<file path="config.mk">
export PLATFORM = sky130hd
export DESIGN_NAME = sync_aligner
export DESIGN_NICKNAME = d
export VERILOG_FILES = /design/src/rtl/sync_align_pkg.sv /design/src/rtl/beat_unpack.sv /design/src/rtl/sync_hunter.sv /design/src/rtl/word_packer.sv /design/src/rtl/sync_aligner.sv
export SDC_FILE = /design/constraint.sdc
export NUM_CORES = 1
export LEC_CHECK = 0
export ABC_AREA = 0
export CORE_MARGIN = 2
export CORE_UTILIZATION = 45
export CTS_CLUSTER_DIAMETER = 200
export DETAILED_ROUTE_END_ITERATION = 12
export DONT_BUFFER_PORTS = 1
export HOLD_SLACK_MARGIN = 0.08
export PLACE_DENSITY = 0.56
export SYNTH_ARGS = -nofsm -noshare
export SYNTH_HDL_FRONTEND = slang
export SYNTH_HIERARCHICAL = 1
export SYNTH_SLANG_ARGS = --single-unit
</file>
<file path="constraint.sdc">
create_clock -name clk -period 7.4 [get_ports clk]
set_input_delay 0 -clock clk [delete_from_list [all_inputs] [get_ports clk]]
set_output_delay 0 -clock clk [all_outputs]
set_load 0.1 [all_outputs]
</file>
<file path="src/rtl/sync_align_pkg.sv">
package sync_align_pkg;

    localparam int BYTE_W  = 8;
    localparam int LANES   = 4;
    localparam int WORD_W  = BYTE_W * LANES;
    localparam int HIST    = LANES - 1;
    localparam int MIX     = 2 * LANES - 1;
    localparam int CNT_W   = $clog2(LANES);
    localparam int LCNT_W  = $clog2(LANES + 1);

    localparam logic [WORD_W-1:0] SYNC_PATTERN = 32'hAA995566;

    typedef logic [BYTE_W-1:0] byte_t;

    typedef enum logic [1:0] {
        BW_X8   = 2'd0,
        BW_X16  = 2'd1,
        BW_X32  = 2'd2,
        BW_X32B = 2'd3
    } bus_width_e;

    // Bytes of one beat in stream order: lane[0] is the earliest byte.
    typedef struct packed {
        logic [LCNT_W-1:0]      count;
        byte_t [LANES-1:0]      lane;
    } beat_bytes_t;

    function automatic byte_t rev_bits(input byte_t b);
        byte_t r;
        for (int i = 0; i < BYTE_W; i++) begin
            r[i] = b[BYTE_W-1-i];
        end
        return r;
    endfunction

    function automatic logic [LCNT_W-1:0] lanes_of(input bus_width_e w);
        case (w)
            BW_X8:   return LCNT_W'(1);
            BW_X16:  return LCNT_W'(2);
            default: return LCNT_W'(LANES);
        endcase
    endfunction

endpackage

</file>
<file path="src/rtl/beat_unpack.sv">
module beat_unpack
    import sync_align_pkg::*;
(
    input  bus_width_e              width,
    input  logic                    swap,
    input  logic [WORD_W-1:0]       data,
    output beat_bytes_t             bytes
);

    always_comb begin
        bytes       = '0;
        bytes.count = lanes_of(width);
        for (int i = 0; i < LANES; i++) begin
            if (i < int'(bytes.count)) begin
                bytes.lane[i] = swap
                    ? rev_bits(data[BYTE_W*(int'(bytes.count)-1-i) +: BYTE_W])
                    : data[BYTE_W*(int'(bytes.count)-1-i) +: BYTE_W];
            end
        end
    end

endmodule

</file>
<file path="src/rtl/sync_hunter.sv">
module sync_hunter
    import sync_align_pkg::*;
#(
    parameter logic [WORD_W-1:0] SYNC_WORD = SYNC_PATTERN
) (
    input  logic                clk,
    input  logic                rst,
    input  logic                accept,
    input  logic                locked,
    input  beat_bytes_t         bytes,
    output logic                hit,
    output logic [CNT_W-1:0]    hit_pos
);

    byte_t              hist_q [HIST];
    byte_t              hist_n [HIST];
    byte_t              cat    [MIX];
    logic [WORD_W-1:0]  win    [LANES];
    logic [LANES-1:0]   match_vec;

    // Oldest history bytes first, then the new beat's bytes in stream order.
    always_comb begin
        for (int j = 0; j < MIX; j++) begin
            if (j < HIST) begin
                cat[j] = hist_q[j];
            end else if ((j - HIST) < int'(bytes.count)) begin
                cat[j] = bytes.lane[j-HIST];
            end else begin
                cat[j] = '0;
            end
        end
        for (int k = 0; k < LANES; k++) begin
            for (int b = 0; b < LANES; b++) begin
                win[k][BYTE_W*(LANES-1-b) +: BYTE_W] = cat[k+b];
            end
        end
    end

    // One comparator per candidate ending lane of the new beat.
    for (genvar k = 0; k < LANES; k++) begin : g_cmp
        assign match_vec[k] = (k < int'(bytes.count)) && (win[k] == SYNC_WORD);
    end

    always_comb begin
        hit_pos = '0;
        for (int k = LANES - 1; k >= 0; k--) begin
            if (match_vec[k]) begin
                hit_pos = CNT_W'(k);
            end
        end
        hit = accept && !locked && (|match_vec);
    end

    always_comb begin
        for (int m = 0; m < HIST; m++) begin
            hist_n[m] = cat[int'(bytes.count) + m];
        end
    end

    always_ff @(posedge clk) begin
        if (rst) begin
            for (int m = 0; m < HIST; m++) begin
                hist_q[m] <= '0;
            end
        end else if (accept && !locked) begin
            for (int m = 0; m < HIST; m++) begin
                hist_q[m] <= hist_n[m];
            end
        end
    end

endmodule

</file>
<file path="src/rtl/word_packer.sv">
module word_packer
    import sync_align_pkg::*;
(
    input  logic                clk,
    input  logic                rst,
    input  logic                accept,
    input  logic                locked,
    input  logic                hit,
    input  logic [CNT_W-1:0]    hit_pos,
    input  beat_bytes_t         bytes,
    output logic                word_valid,
    output logic [WORD_W-1:0]   word_data
);

    byte_t              acc_q [HIST];
    byte_t              acc_n [HIST];
    logic [CNT_W-1:0]   cnt_q;
    logic [CNT_W-1:0]   cnt_n;
    byte_t              mix   [MIX];
    logic               emit;
    logic [WORD_W-1:0]  out_n;
    logic [WORD_W-1:0]  word_q;
    logic               valid_q;
    int                 held;
    int                 total;

    // Held bytes followed by the new beat, in stream order.
    always_comb begin
        held  = int'(cnt_q);
        total = held + int'(bytes.count);
        for (int j = 0; j < MIX; j++) begin
            if (j < held) begin
                mix[j] = acc_q[j];
            end else if ((j - held) < int'(bytes.count)) begin
                mix[j] = bytes.lane[j-held];
            end else begin
                mix[j] = '0;
            end
        end
    end

    always_comb begin
        emit  = 1'b0;
        out_n = word_q;
        cnt_n = cnt_q;
        for (int j = 0; j < HIST; j++) begin
            acc_n[j] = acc_q[j];
        end
        if (hit) begin
            // Bytes after the pattern's last byte open the first word.
            for (int j = 0; j < HIST; j++) begin
                acc_n[j] = ((int'(hit_pos) + 1 + j) < int'(bytes.count))
                         ? bytes.lane[int'(hit_pos) + 1 + j] : '0;
            end
            cnt_n = CNT_W'(int'(bytes.count) - 1 - int'(hit_pos));
        end else if (locked && accept) begin
            if (total >= LANES) begin
                emit = 1'b1;
                for (int b = 0; b < LANES; b++) begin
                    out_n[BYTE_W*(LANES-1-b) +: BYTE_W] = mix[b];
                end
                for (int j = 0; j < HIST; j++) begin
                    acc_n[j] = mix[LANES + j];
                end
                cnt_n = CNT_W'(total - LANES);
            end else begin
                for (int j = 0; j < HIST; j++) begin
                    acc_n[j] = mix[j];
                end
                cnt_n = CNT_W'(total);
            end
        end
    end

    always_ff @(posedge clk) begin
        if (rst) begin
            cnt_q   <= '0;
            valid_q <= 1'b0;
            word_q  <= '0;
            for (int j = 0; j < HIST; j++) begin
                acc_q[j] <= '0;
            end
        end else begin
            cnt_q   <= cnt_n;
            valid_q <= emit;
            if (emit) begin
                word_q <= out_n;
            end
            for (int j = 0; j < HIST; j++) begin
                acc_q[j] <= acc_n[j];
            end
        end
    end

    assign word_valid = valid_q;
    assign word_data  = word_q;

endmodule

</file>
<file path="src/rtl/sync_aligner.sv">
module sync_aligner
    import sync_align_pkg::*;
#(
    parameter logic [WORD_W-1:0] SYNC_WORD = SYNC_PATTERN
) (
    input  logic                clk,
    input  logic                rst,
    input  logic                width_ok,
    input  logic [1:0]          width_sel,
    input  logic                swap_en,
    input  logic                beat_valid,
    input  logic [WORD_W-1:0]   beat_data,
    output logic                word_valid,
    output logic [WORD_W-1:0]   word_data,
    output logic                synced
);

    beat_bytes_t        bytes;
    logic               accept;
    logic               hit;
    logic [CNT_W-1:0]   hit_pos;
    logic               synced_q;

    assign accept = beat_valid && width_ok;

    beat_unpack u_unpack (
        .width  (bus_width_e'(width_sel)),
        .swap   (swap_en),
        .data   (beat_data),
        .bytes  (bytes)
    );

    sync_hunter #(
        .SYNC_WORD (SYNC_WORD)
    ) u_hunter (
        .clk     (clk),
        .rst     (rst),
        .accept  (accept),
        .locked  (synced_q),
        .bytes   (bytes),
        .hit     (hit),
        .hit_pos (hit_pos)
    );

    word_packer u_packer (
        .clk        (clk),
        .rst        (rst),
        .accept     (accept),
        .locked     (synced_q),
        .hit        (hit),
        .hit_pos    (hit_pos),
        .bytes      (bytes),
        .word_valid (word_valid),
        .word_data  (word_data)
    );

    always_ff @(posedge clk) begin
        if (rst) begin
            synced_q <= 1'b0;
        end else if (hit) begin
            synced_q <= 1'b1;
        end
    end

    assign synced = synced_q;

endmodule

</file>
==> run metrics, run 1 <==
status=completed; setup TNS=0 ps; crit path to=u_packer/acc_q[0][8]$_SDFFE_PP0P_; count leader, synth=nor2_1; Clock Sinks=84; antenna-violating nets left=0; final setup vio count=0; Nets=between 900 and 1000; Vias=7713; RSZ-0062 raised after global routing=no; die span in y=144 um; data required time of the worst path=7680 ps; critical path capture point type=register; Final Hold Fails=0; drt initial violations=773; n_diodes=0; Yosys Warn Count=6; hpwl dp=roughly 20000 um; CP Launch Point=width_sel[1]; Initial Utilization=45.6%; Synth top cells by count=nor2_1, mux4_2, mux2i_1; Post-Syn Nets=~930; post-synthesis adder-cell area fraction=4.89%; share of cells above drive strength 1=20.7%; mux contribution to synthesized area=34.0%; Post-Route WL=28800 um; Compound-Gate Fraction of Synth Area=16.1%; Static Leak=3.09 nW; CORE AREA=19400 sq um; RD Place Congestion=0.913; Relative slew margins=26.0%; Startpoint Class=primary input; worst r2r dst=u_packer/acc_q[0][8]$_SDFFE_PP0P_; cts bufs inserted=9; synthesized flop and latch total=84; top post-synthesis cells by area=mux4_2, dfxtp_1, edfxtp_1; Total GRT Usage=28.2%; Hold Path Class=in -> reg; VDD IR max=0.000109 V; CTS Buffer Depth=2; Yosys top cell area share=24.4%; worst clock skew=~6 ps; CP max FO=28; Worst-Margin Slew=approximately 1100 ps; first-pass GRT wire length=44300 um; synthesized area=a little under 9000 sq um; max-cap violations=0; IO Pins=73; largest family of logic cells by synthesized area=multiplexers; period utilisation layout=83.4%; Synth cell types=75; register area share after synthesis=21.7%; final core occ=47.9%; Area Overhead vs Synth=4.99%; vias in the first global route=7368; post-synthesis simple-gate area fraction=between 10% and 20%; post-layout min period=around 6200 ps; I/O Buffers=0; DRC=0; GR Overflow Total=0; Vias/cell=7.00; H-tree levels=3; Synth area leader=mux4_2; reg-to-reg slack, setup=2730 ps; Arr. time, crit path=6450 ps; largest net degree at the start of global routing=57; post-synthesis async set-or-reset flop share=0%; Die Area=20800 sq um; clock-pin slew on the worst setup and hold paths=70 ps; synthesized instance count=859; P per Cell Area=between 150 and 200 nW/um^2; clk_lat worst skew=360 ps; maximum clock rate=162 MHz; xor and xnor fraction of the mapped netlist area=0.495%; initial antenna violation count=0; row count=51; Post-CTS Resized=0; drt pass-1 iters=5; FILL cells=between 1500 and 2000; Root Driver=clkbuf_16; worst r2r path cells=14; RR Startpoint=u_hunter/hist_q[0][22]$_SDFFCE_PN0P_; WL per Instance=26.1 um; Pins Over Slew Limit=0; Avg Synthesized Cell Area=10.3 sq um; CTS tree=built; dominant synthesized flop cell=dfxtp_1; Post-synth EDFFs=24; die width=144 um; CP Class=in -> reg
[kinds of logic (layout without fill, tap and decap cells)]
family,count (synthesis),after routing
buffers and inverters,93,71
DFF,84,84
AOI/OAI and AO/OA,188,188
and+or+nand+nor,279,279
muxes,176,176
adders and majority gates,34,34
xor gates and xnor gates,5,5
[cells in the final DEF, fill, tap and decap left out, types with 4 or more instances in the layout]
cell / netlist / routed
nor2b_1: 22 / 22
o21ai_1: 6 / 6
a22o_1: 8 / 8
a32oi_1: 7 / 7
nand4_1: 7 / 7
and2_1: 12 / 12
a22oi_1: 21 / 21
nand2_1: 43 / 43
buf_4: 11 / 18
edfxtp_1: 24 / 24
o221ai_1: 7 / 7
a211oi_2: 9 / 9
mux2_4: 8 / 8
mux2i_1: 71 / 71
and3_1: 9 / 9
nor2_1: 113 / 113
o21ai_0: 13 / 13
a21oi_1: 22 / 22
nor4b_1: 5 / 5
o2bb2ai_1: 8 / 8
mux4_2: 96 / 96
nor4bb_1: 5 / 5
a211oi_1: 34 / 34
ha_1: 33 / 33
nand4b_1: 10 / 10
nor3_1: 5 / 5
a31oi_1: 18 / 18
a311oi_1: 8 / 8
nand2b_1: 5 / 5
clkbuf_16: 0 / 9
and4_1: 8 / 8
inv_1: 30 / 30
dfxtp_1: 60 / 59
o31ai_1: 8 / 8
inv_2: 4 / 4
[power by group]
group	leakage (nW)	switching [W]	internal, W	total [W]
clock network	0.149	0.000222	0.000268	0.000490
logic	2.20	0.000278	0.000195	0.000473
registers	0.740	0.0000120	0.000483	0.000495
[critical path, cell delays in order]
cell and delay [ps]:
nor2_8 330, inv_1 210, ha_1 660, buf_4 340
mux4_2 350, a22o_1 430, nor4b_1 360, nand4_1 160
nor4_1 370, o21bai_2 180, buf_4 400, inv_1 190
ha_1 620, buf_4 350, xnor2_1 160, ha_1 250
nor2b_1 130, o21ai_1 500, a31oi_1 210, a211oi_1 230
[sequential cells by signal (all words and copies together), names as in the netlist]
register,cells
synced,1
u_packer/word_data,32
u_packer/acc_q,24
u_hunter/hist_q,24
u_packer/word_valid,1
u_packer/cnt_q,2
[per-layer routing]
metal	global-route usage, %	routed length (um)	up-vias
li1	-	-	3348
met2	45.3	13600	416
met1	38.2	11900	3891
met3	6.23	2490	58
met5	0	0	-
met4	9.04	764	0
[worst min path at each step]
| stage | startpoint | end | slack (ps) | cells past startpoint |
|---|---|---|---|---|
| 4_1_cts | rst | u_packer/acc_q[0][20]$_SDFFE_PP0P_ | 110 | 2 |
| 3_5_place_dp | rst | u_packer/word_data[18]$_SDFFE_PP0P_ | 90 | 1 |
| 6_report | rst | u_packer/acc_q[0][20]$_SDFFE_PP0P_ | 130 | 2 |
| 2_1_floorplan | rst | synced$_SDFFE_PP0P_ | 170 | 1 |
| 3_3_place_gp | rst | u_packer/word_data[17]$_SDFFE_PP0P_ | 80 | 1 |
| 5_1_grt | rst | u_packer/acc_q[0][18]$_SDFFE_PP0P_ | 130 | 2 |
[repair_timing]
action / 4_1_cts / 5_1_grt
hold buffers: 3 / 0
buffers inserted: 0 / 0
endpoints found under the hold margin: 60 / 0
[layout make-up]
class / instances / area (sq um) / share of cell area, %
timing repair buffer: 21 / 175 / 1.89
clock inverter: 7 / 83.8 / 0.902
sequential: 84 / 1920 / 20.7
multi-input combinational: 682 / 6420 / 69.1
tap: 265 / 332 / 3.57
inverter: 34 / 128 / 1.37
clock buffer: 9 / 225 / 2.42
[per-stage QoR]
| stage | power (W) | hold slack, ps | cells | worst slack (ps) | cell area, sq um |
|---|---|---|---|---|---|
| after global routing | 0.00151 | 131 | 1102 | 664 | 9290 |
| after CTS | 0.00145 | 109 | 1102 | 1280 | 9290 |
| final | 0.00146 | 127 | 1102 | 1230 | 9290 |
| after floorplan | 0.000837 | 167 | 859 | 1550 | 8850 |
| after detailed placement | 0.000959 | 88.5 | 1083 | 910 | 8940 |
| after global placement | 0.000954 | 80.6 | 1083 | 1220 | 8940 |
No activity file was read; power rests on OpenSTA's default activity.
==> run 2: changes to the inputs <==
- ABC_AREA: 0 -> 1
- clock period: 7.4 -> 6.4 ns (I/O delays scaled with it)
==> run 2 against run 1 <==
Effect of this change: wire length increased by 18%; synthesized area increased by 4.3%; register-to-register slack got worse by 870 ps; die area increased by 4.2%; clock power increased by 25%; cell area increased by 2.4%; sequential cell count unchanged; largest cell class unchanged; largest power group is now clock.
==> run metrics, run 2 <==
status=completed; worst r2r path cells=11 (-3); CTS Buffer Depth=2 (unchanged); CORE AREA=20200 sq um (+4.0%); register area=1920 sq um (about the same); WL per Instance=18.2 um (-30%); CP max FO=33 (+18%); Vias/cell=5.65 (-19%); CTS tree=built; synthesized flop and latch total=84 (unchanged); count leader, synth=nand2_1; clk_lat worst skew=370 ps (about the same); setup repair bufs after CTS=0 (unchanged); commonest non-fill, non-tap cell in the layout=nand2_1; H-tree levels=3 (unchanged); FILL cells=2268 (+24%); maximum clock rate=191 MHz; clock-pin slew on the worst setup and hold paths=70 ps (about the same); VDD IR max=0.000116 V (+7.1%); post-layout min period=5230 ps; Static Leak=4.64 nW (+50%); mux contribution to synthesized area=0.434% (-34 points); Relative slew margins=29.4% (+3.4 points); IO Pins=73 (unchanged); period utilisation layout=81.8%; RR Startpoint=u_packer/cnt_q[1]$_SDFFE_PP0P_; critical path capture point type=register; hold path start=width_ok; Total GRT Usage=31.1% (+2.8 points); Post-synth EDFFs=24 (unchanged); register area share after synthesis=20.8% (-0.90 points); Hold Path Class=in -> reg; Largest register FFs=32 (unchanged); most frequent cells in the layout=nand2_1, o21ai_0, nor2_1, inv_1, nand3_1; RD Place Congestion=0.999 (+9.4%); cts bufs inserted=9 (unchanged); post-synthesis async set-or-reset flop share=0% (unchanged); Yosys top cell area share=25.5% (+1.1 points); final setup vio count=0 (unchanged); I/O Buffers=0 (unchanged); dominant synthesized flop cell=dfxtp_1; vias in the first global route=9688 (+31%); Vias=10500 (+36%); die width=147 um (+2.1%); Final Hold Fails=0 (unchanged); worst clock skew=8.84 ps (+2.73 ps); Clock Sinks=84 (unchanged); Compound-Gate Fraction of Synth Area=20.0% (+3.8 points); post-synthesis simple-gate area fraction=41.9% (+25 points); data required time of the worst path=6700 ps (-980 ps); post-synthesis adder-cell area fraction=4.69% (-0.20 points); Startpoint Class=primary input; RSZ-0062 raised after global routing=no; n_diodes=0 (unchanged); initial antenna violation count=0 (unchanged); Die Area=21700 sq um (+4.2%); Area Overhead vs Synth=3.05%; drt pass-1 iters=7 (+2); Synth top cells by count=nand2_1, o21ai_0, nor2_1; drt initial violations=1187 (+54%); Nets=1658 (+83%); Post-Syn Nets=1723 (+85%); max-cap violations=0 (unchanged); CP Launch Point=width_sel[1]; synthesized area=9230 sq um (+4.3%); largest family of logic cells by synthesized area=simple AND/OR/NAND/NOR gates; P per Cell Area=185 nW/um^2 (+18%); Synth area leader=nand2_1; area of the multi-input gates=6230 sq um (-3.0%); Avg Synthesized Cell Area=5.59 sq um (-46%); Initial Utilization=45.8% (+0.16 points); DRC=0 (unchanged); first-pass GRT wire length=53500 um (+21%); GR Overflow Total=0 (unchanged); share of cells above drive strength 1=4.47% (-16 points); Tot Pwr=0.00176 W (+21%); Pins Over Slew Limit=0 (unchanged); Arr. time, crit path=5530 ps (-920 ps); setup TNS=0 ps (unchanged); Post-DP Area=9180 sq um (+2.6%); Root Driver=clkbuf_16; Worst-Margin Slew=1060 ps (-51.3 ps); DP Worst Slack=950 ps (+39.7 ps); largest net degree at the start of global routing=73 (+28%); Post-Route WL=33900 um (+18%); row count=52 (+2.0%); Min-Delay Path Depth=6 (+4); CP Class=in -> reg; xor and xnor fraction of the mapped netlist area=0.556% (+0.061 points); post-layout instance area=9510 sq um (+2.4%); die span in y=147 um (+2.1%); Placed Cells=1843 (+70%); top post-synthesis cells by area=nand2_1, dfxtp_1, o21ai_0; antenna-violating nets left=0 (unchanged); Yosys Warn Count=6 (unchanged); hpwl dp=25000 um (+26%); Synth cell types=45 (-40%); Final Non-Filler Cells=1860 (+69%); synthesized instance count=1650 (+92%); worst setup margin=1170 ps (-62.2 ps)
==> run 2: cell types whose count changed after synthesis, sizes merged, moves of 23 or more <==
cell | previous run | this run
a211oi | 43 | 0
a21oi | 23 | 97
inv | 34 | 153
mux2i | 71 | 4
mux4 | 96 | 0
nand2 | 43 | 634
nand3 | 3 | 131
nor2 | 116 | 154
nor2b | 23 | 0
o21ai | 19 | 176
==> run 2: path summary, 6_finish.rpt <==
| check | to | slack, ps |
|---|---|---|
| setup reg to reg | u_packer/acc_q[0][17]$_SDFFE_PP0P_ | 1860 |
| setup / recovery | u_packer/acc_q[0][9]$_SDFFE_PP0P_ | 1170 |
| hold reg to reg | u_packer/acc_q[0][19]$_SDFFE_PP0P_ | 530 |
| hold / removal | synced$_SDFFE_PP0P_ | 110 |
==> run 2: final cells by class <==
cell class | count | share of cell area (%)
clock buffer | 9 | 2.37
clock inverter | 7 | 1.08
inverter | 156 | 6.16
multi-input combinational | 1320 | 65.5
sequential | 84 | 20.2
tap | 270 | 3.55
timing repair buffer | 14 | 1.13
==> run 2: where the power goes <==
part | total [W] | switching, W | internal [W]
clock | 0.000611 | 0.000262 | 0.000349
sequential | 0.000569 | 0.0000106 | 0.000559
combinational | 0.000577 | 0.000423 | 0.000154
==> run 2: metrics by stage <==
step / utilization [%] / hold slack, ps
4_1_cts: 47.2 / 118
6_report: 47.2 / 110
3_3_place_gp: 45.5 / 75.6
2_1_floorplan: - / 72.4
3_5_place_dp: 45.5 / 76.6
5_1_grt: 47.2 / 153
==> run 2: worst max-delay path: stages <==
cell	delay (ps)
inv_2	220
nand2_4	280
ha_1	730
inv_1	410
nand3_1	220
nand4_1	100
nand2_1	260
inv_1	100
a21oi_1	260
nand3_1	160
nor2_1	110
nand3_1	100
nand2_1	110
inv_2	130
ha_1	310
buf_4	310
inv_2	220
nor2_2	320
nor2_1	80
ha_1	270
inv_1	50
nor2_1	30
o21ai_0	180
o211ai_2	200
nor2_1	150
nor2_1	60
a21oi_1	150
==> run 2: cell families (layout without fill, tap and decap cells) <==
logic type,count (synthesis),in the layout
AO/OA/AOI/OAI,333,333
XOR/XNOR,5,5
adder cells (fa/ha/maj),34,34
buffers and inverters,246,186
flip-flops,84,84
multiplexers,4,4
AND/OR/NAND/NOR,944,944
==> run 2: routing by layer <==
metal  up-vias  share of wire [%]  track usage (%)
li1       5204                  -                -
met3        53                6.0             3.73
met5         -                  0                0
met4         0                2.2             9.04
met2       403                 48             53.4
met1      4856                 44             41.0
==> run 2: repair_timing <==
item | CTS | global route
hold buffers | 1 | 0
setup endpoints to repair | 0 | 0
gates resized for setup | 0 | 0
hold endpoints to repair | 19 | 0
==> run 3: changes to the inputs <==
- PLACE_DENSITY: 0.56 -> 0.58
- clock period: 6.4 -> 4.5 ns (I/O delays scaled with it)
==> run 3 against run 2 <==
Effect of this change: power rose by 39%; combinational power is 45% higher; clock power grew 31%; critical path type unchanged; critical endpoint is now u_packer/acc_q[0][8]$_SDFFE_PP0P_; highest routed layer unchanged.
==> run metrics, run 3 (synthesis gave the netlist of run 2 again) <==
n_diodes=0 (unchanged); GRT met3 Usage=4.13% (+0.40 points); Worst path slowest cell=ha_1; die span in y=147 um (unchanged); setup repair bufs after CTS=0 (unchanged); hpwl dp=24800 um (-0.78%); RD Place Congestion=0.996 (-0.25%); DRC=0 (unchanged); Startpoint Class=primary input; RSZ-0062 raised after global routing=no; FILL cells=2236 (-1.4%); drt pass-1 iters=5 (-2); register area=1920 sq um (unchanged); Nets=1689 (+1.9%); period utilisation layout=87.6%; area of the multi-input gates=6230 sq um (unchanged); most used cell, CP=nand2_1; Post-CTS Hold Fix Bufs=1 (unchanged); vias in the first global route=9599 (-0.92%); Root Driver=clkbuf_16; Arr. time, crit path=4250 ps (-1280 ps); post-layout min period=between 3000 and 4000 ps; maximum clock rate=roughly 250 MHz; status=completed; VDD IR max=0.000187 V (+60%); final setup vio count=0 (unchanged); data required time of the worst path=4800 ps (-1900 ps); setup TNS=0 ps (unchanged); commonest non-fill, non-tap cell in the layout=nand2_1; Pins Over Slew Limit=0 (unchanged); worst clock skew=16.7 ps (+7.85 ps); Initial Utilization=45.8% (unchanged); crit-path max cell delay=370 ps (-360 ps); clock-pin slew on the worst setup and hold paths=90 ps (+20 ps); antenna-violating nets left=0 (unchanged); final core occ=48.2% (+1.0 points); Post-Route WL=33500 um (-1.1%); cts bufs inserted=9 (unchanged); row count=52 (unchanged); grt peak-use layer=met2; largest net degree at the start of global routing=72 (-1.4%); Vias/cell=5.56 (-1.7%); Area Overhead vs Synth=5.29%; GRT met2 Usage=51.2% (-2.1 points); critical path capture point type=register; CP max FO=25 (-24%); CTS Buffer Depth=2 (unchanged); met1 Use GR=41.0% (about the same); Total GRT Usage=30.7% (-0.41 points); Clock Sinks=84 (unchanged); first-pass GRT wire length=52600 um (-1.6%); most frequent cells in the layout=nand2_1, o21ai_0, nor2_1, inv_1, nand3_1; I/O Buffers=0 (unchanged); share of cells above drive strength 1=6.29% (+1.8 points); CP Class=in -> reg; GR Overflow Total=0 (unchanged); CORE AREA=20200 sq um (unchanged); CTS tree=built; H-tree levels=3 (unchanged); Largest register FFs=32 (unchanged); Final Hold Fails=0 (unchanged); Die Area=21700 sq um (unchanged); Vias=10500 (-0.038%); Static Leak=4.78 nW (+3.0%); hold_ws=135 ps (+24.6 ps); drt initial violations=1304 (+9.9%); P per Cell Area=252 nW/um^2 (+36%); die width=147 um (unchanged); Post-CTS Resized=0 (unchanged); Relative slew margins=30.1% (+0.76 points); IO Pins=73 (unchanged); WL per Instance=17.7 um (-2.8%); initial antenna violation count=0 (unchanged); max-cap violations=0 (unchanged); Worst-Margin Slew=1050 ps (-11.3 ps); clk_lat worst skew=380 ps (about the same); Hold Path Class=in -> reg
==> run 3: changes by cell type in the layout (fill, tap and decap cells not counted), sizes merged <==
cell / previous run / this run
buf: 13 / 44
clkinv: 4 / 6
bufinv: 2 / 0
==> run 3: cell type report <==
type                       instances  area share [%]
multi-input combinational       1320            64.1
sequential                        84            19.8
inverter                         156            6.02
timing repair buffer              45            3.50
tap                              270            3.48
clock buffer                       9            2.32
clock inverter                     7           0.785
==> run 3: worst max-delay path: cells and delay by family <==
family,cells,cell delay (ps)
compound gates,3,530
fa+ha+maj,3,960
buf+inv,6,880
simple gates,17,1840
==> run 3: per-layer routing <==
metal / part of all wire, % / routed length [um]
met2: 47 / 15800
met3: 7.2 / 2410
met5: 0 / 0
met4: 2.6 / 869
met1: 43 / 14400
==> run 3: final timing paths <==
check                                                           from                                  to  slack, ps  cells past startpoint
worst min register to register    u_packer/acc_q[0][22]$_SDFFE_PP0P_  u_packer/acc_q[0][22]$_SDFFE_PP0P_        530                      2
worst min-delay path                                             rst      u_packer/cnt_q[0]$_SDFFE_PP0P_        130                      4
worst max-delay path                                    width_sel[1]   u_packer/acc_q[0][8]$_SDFFE_PP0P_        560                     29
worst max register to register  u_hunter/hist_q[0][12]$_SDFFCE_PN0P_   u_packer/acc_q[0][8]$_SDFFE_PP0P_       1170                     20
==> run 3: power breakdown <==
part | internal (W) | leakage, nW | switching (W)
sequential | 0.000795 | 0.740 | 0.0000148
clock | 0.000396 | 0.149 | 0.000405
combinational | 0.000237 | 3.89 | 0.000599
total | 0.00143 | 4.78 | 0.00102
==> run 3: metrics by stage <==
stage	area, sq um	setup WS, ps	total power, W	instances
after floorplan	9230	307	0.00140	1650
after global placement	9410	370	0.00164	1874
after detailed placement	9410	262	0.00164	1874
after CTS	9720	611	0.00244	1891
after global routing	9720	114	0.00257	1891
final	9720	558	0.00245	1891
